==> src/rtl/bp2_pkg.sv <==
package bp2_pkg;

  typedef logic [1:0] ctr_t;

  localparam ctr_t CTR_RESET = 2'd1;
  localparam ctr_t CTR_MAX   = 2'd3;
  localparam ctr_t CTR_MIN   = 2'd0;

  function automatic ctr_t ctr_train(input ctr_t cur, input logic taken);
    ctr_t nxt;
    nxt = cur;
    if (taken) begin
      if (cur != CTR_MAX) nxt = cur + 2'd1;
    end else begin
      if (cur != CTR_MIN) nxt = cur - 2'd1;
    end
    return nxt;
  endfunction

  function automatic logic ctr_guess(input ctr_t cur);
    return cur[1];
  endfunction

endpackage

==> src/rtl/bp2_index.sv <==
module bp2_index #(
  parameter int PC_W       = 32,
  parameter int TABLE_SIZE = 16,
  localparam int IDX_W     = $clog2(TABLE_SIZE) - 1
) (
  input  logic [PC_W-1:0]  pc,
  output logic [IDX_W-1:0] idx
);

  localparam logic [PC_W-1:0] ADDR_MASK = PC_W'(TABLE_SIZE - 1);

  assign idx = IDX_W'((pc & ADDR_MASK) >> 1);

endmodule

==> src/rtl/bp2_counter_table.sv <==
module bp2_counter_table
  import bp2_pkg::*;
#(
  parameter int ENTRIES = 8,
  localparam int IDX_W  = $clog2(ENTRIES)
) (
  input  logic             clk,
  input  logic             rst,
  input  logic             wr_en,
  input  logic [IDX_W-1:0] wr_idx,
  input  logic             wr_taken,
  input  logic [IDX_W-1:0] rd_idx,
  output ctr_t             rd_ctr,
  output ctr_t             wr_cur_ctr
);

  ctr_t ctr_q [ENTRIES];
  ctr_t wr_next;

  assign wr_cur_ctr = ctr_q[wr_idx];
  assign wr_next    = ctr_train(ctr_q[wr_idx], wr_taken);

  for (genvar g = 0; g < ENTRIES; g++) begin : g_entry
    always_ff @(posedge clk) begin
      if (rst) begin
        ctr_q[g] <= CTR_RESET;
      end else if (wr_en && (wr_idx == IDX_W'(g))) begin
        ctr_q[g] <= wr_next;
      end
    end
  end

  always_comb begin
    if (wr_en && (wr_idx == rd_idx)) begin
      rd_ctr = wr_next;
    end else begin
      rd_ctr = ctr_q[rd_idx];
    end
  end

endmodule

==> src/rtl/bp2_resolve_unit.sv <==
module bp2_resolve_unit
  import bp2_pkg::*;
#(
  parameter int MISS_PENALTY = 2,
  localparam int PEN_W       = $clog2(MISS_PENALTY + 1)
) (
  input  logic             clk,
  input  logic             rst,
  input  logic             rs_valid,
  input  logic             rs_taken,
  input  ctr_t             rs_ctr,
  output logic             res_valid_o,
  output logic [PEN_W-1:0] penalty_o,
  output logic             jump_o
);

  logic miss;

  assign miss = (ctr_guess(rs_ctr) != rs_taken);

  always_ff @(posedge clk) begin
    if (rst) begin
      res_valid_o <= 1'b0;
      penalty_o   <= '0;
      jump_o      <= 1'b0;
    end else begin
      res_valid_o <= rs_valid;
      penalty_o   <= (rs_valid && miss) ? PEN_W'(MISS_PENALTY) : '0;
      jump_o      <= rs_valid && rs_taken;
    end
  end

endmodule

==> src/rtl/bp2_dir_predictor.sv <==
module bp2_dir_predictor
  import bp2_pkg::*;
#(
  parameter int PC_W         = 32,
  parameter int TABLE_SIZE   = 16,
  parameter int MISS_PENALTY = 2,
  localparam int ENTRIES     = TABLE_SIZE / 2,
  localparam int IDX_W       = $clog2(ENTRIES),
  localparam int PEN_W       = $clog2(MISS_PENALTY + 1)
) (
  input  logic             clk,
  input  logic             rst,
  input  logic             lookup_valid,
  input  logic [PC_W-1:0]  lookup_pc,
  input  logic             resolve_valid,
  input  logic [PC_W-1:0]  resolve_pc,
  input  logic             resolve_taken,
  output logic             pred_valid_o,
  output logic             pred_taken_o,
  output logic             res_valid_o,
  output logic [PEN_W-1:0] penalty_o,
  output logic             jump_o
);

  logic [IDX_W-1:0] lk_idx;
  logic [IDX_W-1:0] rs_idx;
  ctr_t             lk_ctr;
  ctr_t             rs_ctr;

  bp2_index #(.PC_W(PC_W), .TABLE_SIZE(TABLE_SIZE)) u_lk_index (
    .pc  (lookup_pc),
    .idx (lk_idx)
  );

  bp2_index #(.PC_W(PC_W), .TABLE_SIZE(TABLE_SIZE)) u_rs_index (
    .pc  (resolve_pc),
    .idx (rs_idx)
  );

  bp2_counter_table #(.ENTRIES(ENTRIES)) u_table (
    .clk        (clk),
    .rst        (rst),
    .wr_en      (resolve_valid),
    .wr_idx     (rs_idx),
    .wr_taken   (resolve_taken),
    .rd_idx     (lk_idx),
    .rd_ctr     (lk_ctr),
    .wr_cur_ctr (rs_ctr)
  );

  bp2_resolve_unit #(.MISS_PENALTY(MISS_PENALTY)) u_resolve (
    .clk         (clk),
    .rst         (rst),
    .rs_valid    (resolve_valid),
    .rs_taken    (resolve_taken),
    .rs_ctr      (rs_ctr),
    .res_valid_o (res_valid_o),
    .penalty_o   (penalty_o),
    .jump_o      (jump_o)
  );

  always_ff @(posedge clk) begin
    if (rst) begin
      pred_valid_o <= 1'b0;
      pred_taken_o <= 1'b0;
    end else begin
      pred_valid_o <= lookup_valid;
      pred_taken_o <= lookup_valid && ctr_guess(lk_ctr);
    end
  end

endmodule

==> config.mk <==
export PLATFORM = sky130hd
export DESIGN_NAME = bp2_dir_predictor
export DESIGN_NICKNAME = d
export VERILOG_FILES = /design/src/rtl/bp2_pkg.sv /design/src/rtl/bp2_index.sv /design/src/rtl/bp2_counter_table.sv /design/src/rtl/bp2_resolve_unit.sv /design/src/rtl/bp2_dir_predictor.sv
export SDC_FILE = /design/constraint.sdc
export NUM_CORES = 1
export LEC_CHECK = 0
export BUFFER_PORTS_ARGS = -buffer_cell sky130_fd_sc_hd__clkbuf_2
export CORE_UTILIZATION = 48
export CTS_BUF_LIST = sky130_fd_sc_hd__clkbuf_8
export CTS_CLUSTER_SIZE = 8
export DETAILED_ROUTE_END_ITERATION = 12
export PLACE_DENSITY = 0.91
export SYNTH_ARGS = -nofsm -noshare
export SYNTH_HDL_FRONTEND = slang
export SYNTH_HIERARCHICAL = 1
export SYNTH_SLANG_ARGS = --single-unit
==> constraint.sdc <==
create_clock -name clk -period 3.3 [get_ports clk]
set_clock_uncertainty 0.15 [all_clocks]
set_input_delay 0.165 -clock clk [delete_from_list [all_inputs] [get_ports clk]]
set_output_delay 0.165 -clock clk [all_outputs]
set_load 0.005 [all_outputs]
==> flow_summary.toml <==
[cts]
clk_path_buf_depth = 2
post_cts_resized = 0
clkSinkCount = 21
cts.htree.levels = 1
ctsRootBufferMaster = "clkbuf_8"
clkSlewWorstSetupHoldPaths_ps = 70
worstSkewPairLatency_ps = 260
cts_setup_buffers = 0
cts.hold.buffers_added = 0
cts_made_buffers = 3
tritoncts = "built"

[sta]
rsz_0062_raised_after_global_routing = "false"
finalSetupTns_ps = 0
finalCritPeriodShare_pct = 67.6
finalSetupViolCount = 0
min_period_ps = 2230
hold_viol_final = 0
slew_viol_final = 0
timing.fmax_ghz = 0.448
layout_setup_ws_ps = 1070

[setup_path]
worst_setup_path_startpoint = "u_table/ctr_q[5][1]"
ff2ff_path_depth = 5
critPathLaunchType = "register"
setup.worst_path.class = "reg2reg"
critPathMaxFanout = 9
critical_path.reg2reg.startpoint = "u_table/ctr_q[5][1]"
setup.worst_path.end_class = "register"
worst_path_depth = 5
cp_slowest_stage_delay_ps = 500
path_cells = "mux4_2, mux2i_2, maj3_2, o21ai_0, and3b_1"
cp_slowest_cell = "mux4_2"
crit_required_ps = 3310
crit_family = "multiplexers"
critPathArrivalTime_ps = 2240
critPathBufInv = 0

[global_route]
overflow = 0
number_of_antenna_violations_at_the_first_check_in_global_routing = 0
largest_net_degree_at_the_start_of_global_routing = 17
gr-usage-all-layers_pct = 20.1
grt_first_pass_wirelength_um = 3710
grt_pass1_vias = 780

[synth]
synth.avg_cell_area_um2 = 12.2
netlist_instances = 98
yosys_warnings = 6
postSynthNetCount = 167
syn_area_um2 = 1200

[pwr]
combinational_fraction_of_design_power_pct = 16.0
ir_worst_vdd_mv = 0.235
sequentialPowerShare_pct = 54.4
power_per_cell_area_nw_per_um2 = 435
swShare_pct = 24.5
p_int_w = 0.000415
static-leakage-power_nw = 0.455
share_clk_of_total_power_pct = 29.6
netSwitchingPower_w = 0.000134

[finish]
filler_cell_count = 184
post_route_cells_drive_above_1_share_pct = 34.0
most-common-layout-cells = "edfxtp_1 (16), clkbuf_2 (15), mux4_2 (6), nand3_1 (6), nor3_1 (6)"
n_antenna_cell = 0
layout.cells.most_common = "edfxtp_1"
final_net_count = 173
area_delta_synth_final_pct = 5.65
postLayoutCellArea_um2 = 1260

[outcome]
outcome = "complete, no violations"

[detailed_routing]
detail_route.wl_per_cell_um = 18.8
dr_total_vias = 809
ant_nets = 0
drt_drc_violations_left = 0
detailedRoute.firstIterationViolations = 41
drt-pass1-iter-count = 4
wirelength_routed_um = 2460
avgViaCountPerCell = 6.18

[placement]
dpl_cell_area_um2 = 1220
routability_driven_placement_congestion_ratio = 0.882
place_hpwl_um = 1740
place_ws_ps = 961
io_buffers = 15

[hold_path]
hold_path_depth = 2
holdCritStartpoint = "lookup_valid"
hold_path.class = "in2reg"

[die]
fp.dieW_um = 51.9
die-area_um2 = 2700
chipHeight_um = 51.9
floorplan.initialDensity_pct = 52.6
floorplan.core_area_um2 = 2280
io-pin-count = 75
floorplan.rows = 17

[run]
timing.max_cap.violations = 0
flip-flops by register name (all words and copies together), names as in the netlist:
| signal | flops |
|---|---|
| pred_taken_o | 1 |
| u_resolve/jump_o | 1 |
| u_table/ctr_q | 16 |
| u_resolve/penalty_o | 1 |
| pred_valid_o | 1 |
| u_resolve/res_valid_o | 1 |
worst paths after layout:
path,end,slack [ps]
max,pred_taken_o,1070
min,pred_taken_o,10
max reg2reg,pred_taken_o,1070
min reg2reg,u_resolve/penalty_o[1],880
metrics by stage:
step | total power (W) | util, % | hold slack (ps) | std cells
after detailed placement | 0.000391 | 53.5 | 275 | 127
after global routing | 0.000570 | 55.5 | 20.8 | 131
after CTS | 0.000552 | 55.5 | 6.77 | 131
final | 0.000550 | 55.5 | 11.4 | 131
after floorplan | 0.000373 | - | 84.0 | 98
after global placement | 0.000386 | 53.5 | 236 | 127
routing by layer:
layer	share of wire, %	track usage (%)	vias up	wire length, um
li1	-	-	362	-
met1	35	22.3	393	851
met2	54	35.3	46	1340
met3	8.7	4.39	8	214
met4	2.2	10.8	0	53
met5	0	0	-	0
final cells by class:
type / count / area [um^2] / area share (%)
clock buffers: 3 / 41.3 / 3.27
clock inverters: 1 / 3.75 / 0.297
inverters: 3 / 11.3 / 0.891
multi-input cells: 60 / 517 / 40.9
flip-flops and latches: 21 / 581 / 45.9
well taps: 28 / 35.0 / 2.77
repair buffers: 15 / 75.1 / 5.94
power groups by stage:
stage / Sequential (W) / Clock (W) / Combinational, W
4_1_cts: 0.000299 / 0.000166 / 0.0000876
3_3_place_gp: 0.000304 / 0 / 0.0000821
5_1_grt: 0.000300 / 0.000176 / 0.0000945
2_1_floorplan: 0.000303 / 0 / 0.0000698
6_report: 0.000299 / 0.000163 / 0.0000881
3_5_place_dp: 0.000305 / 0 / 0.0000866
Note: power is estimated with default switching activity, not from simulation.
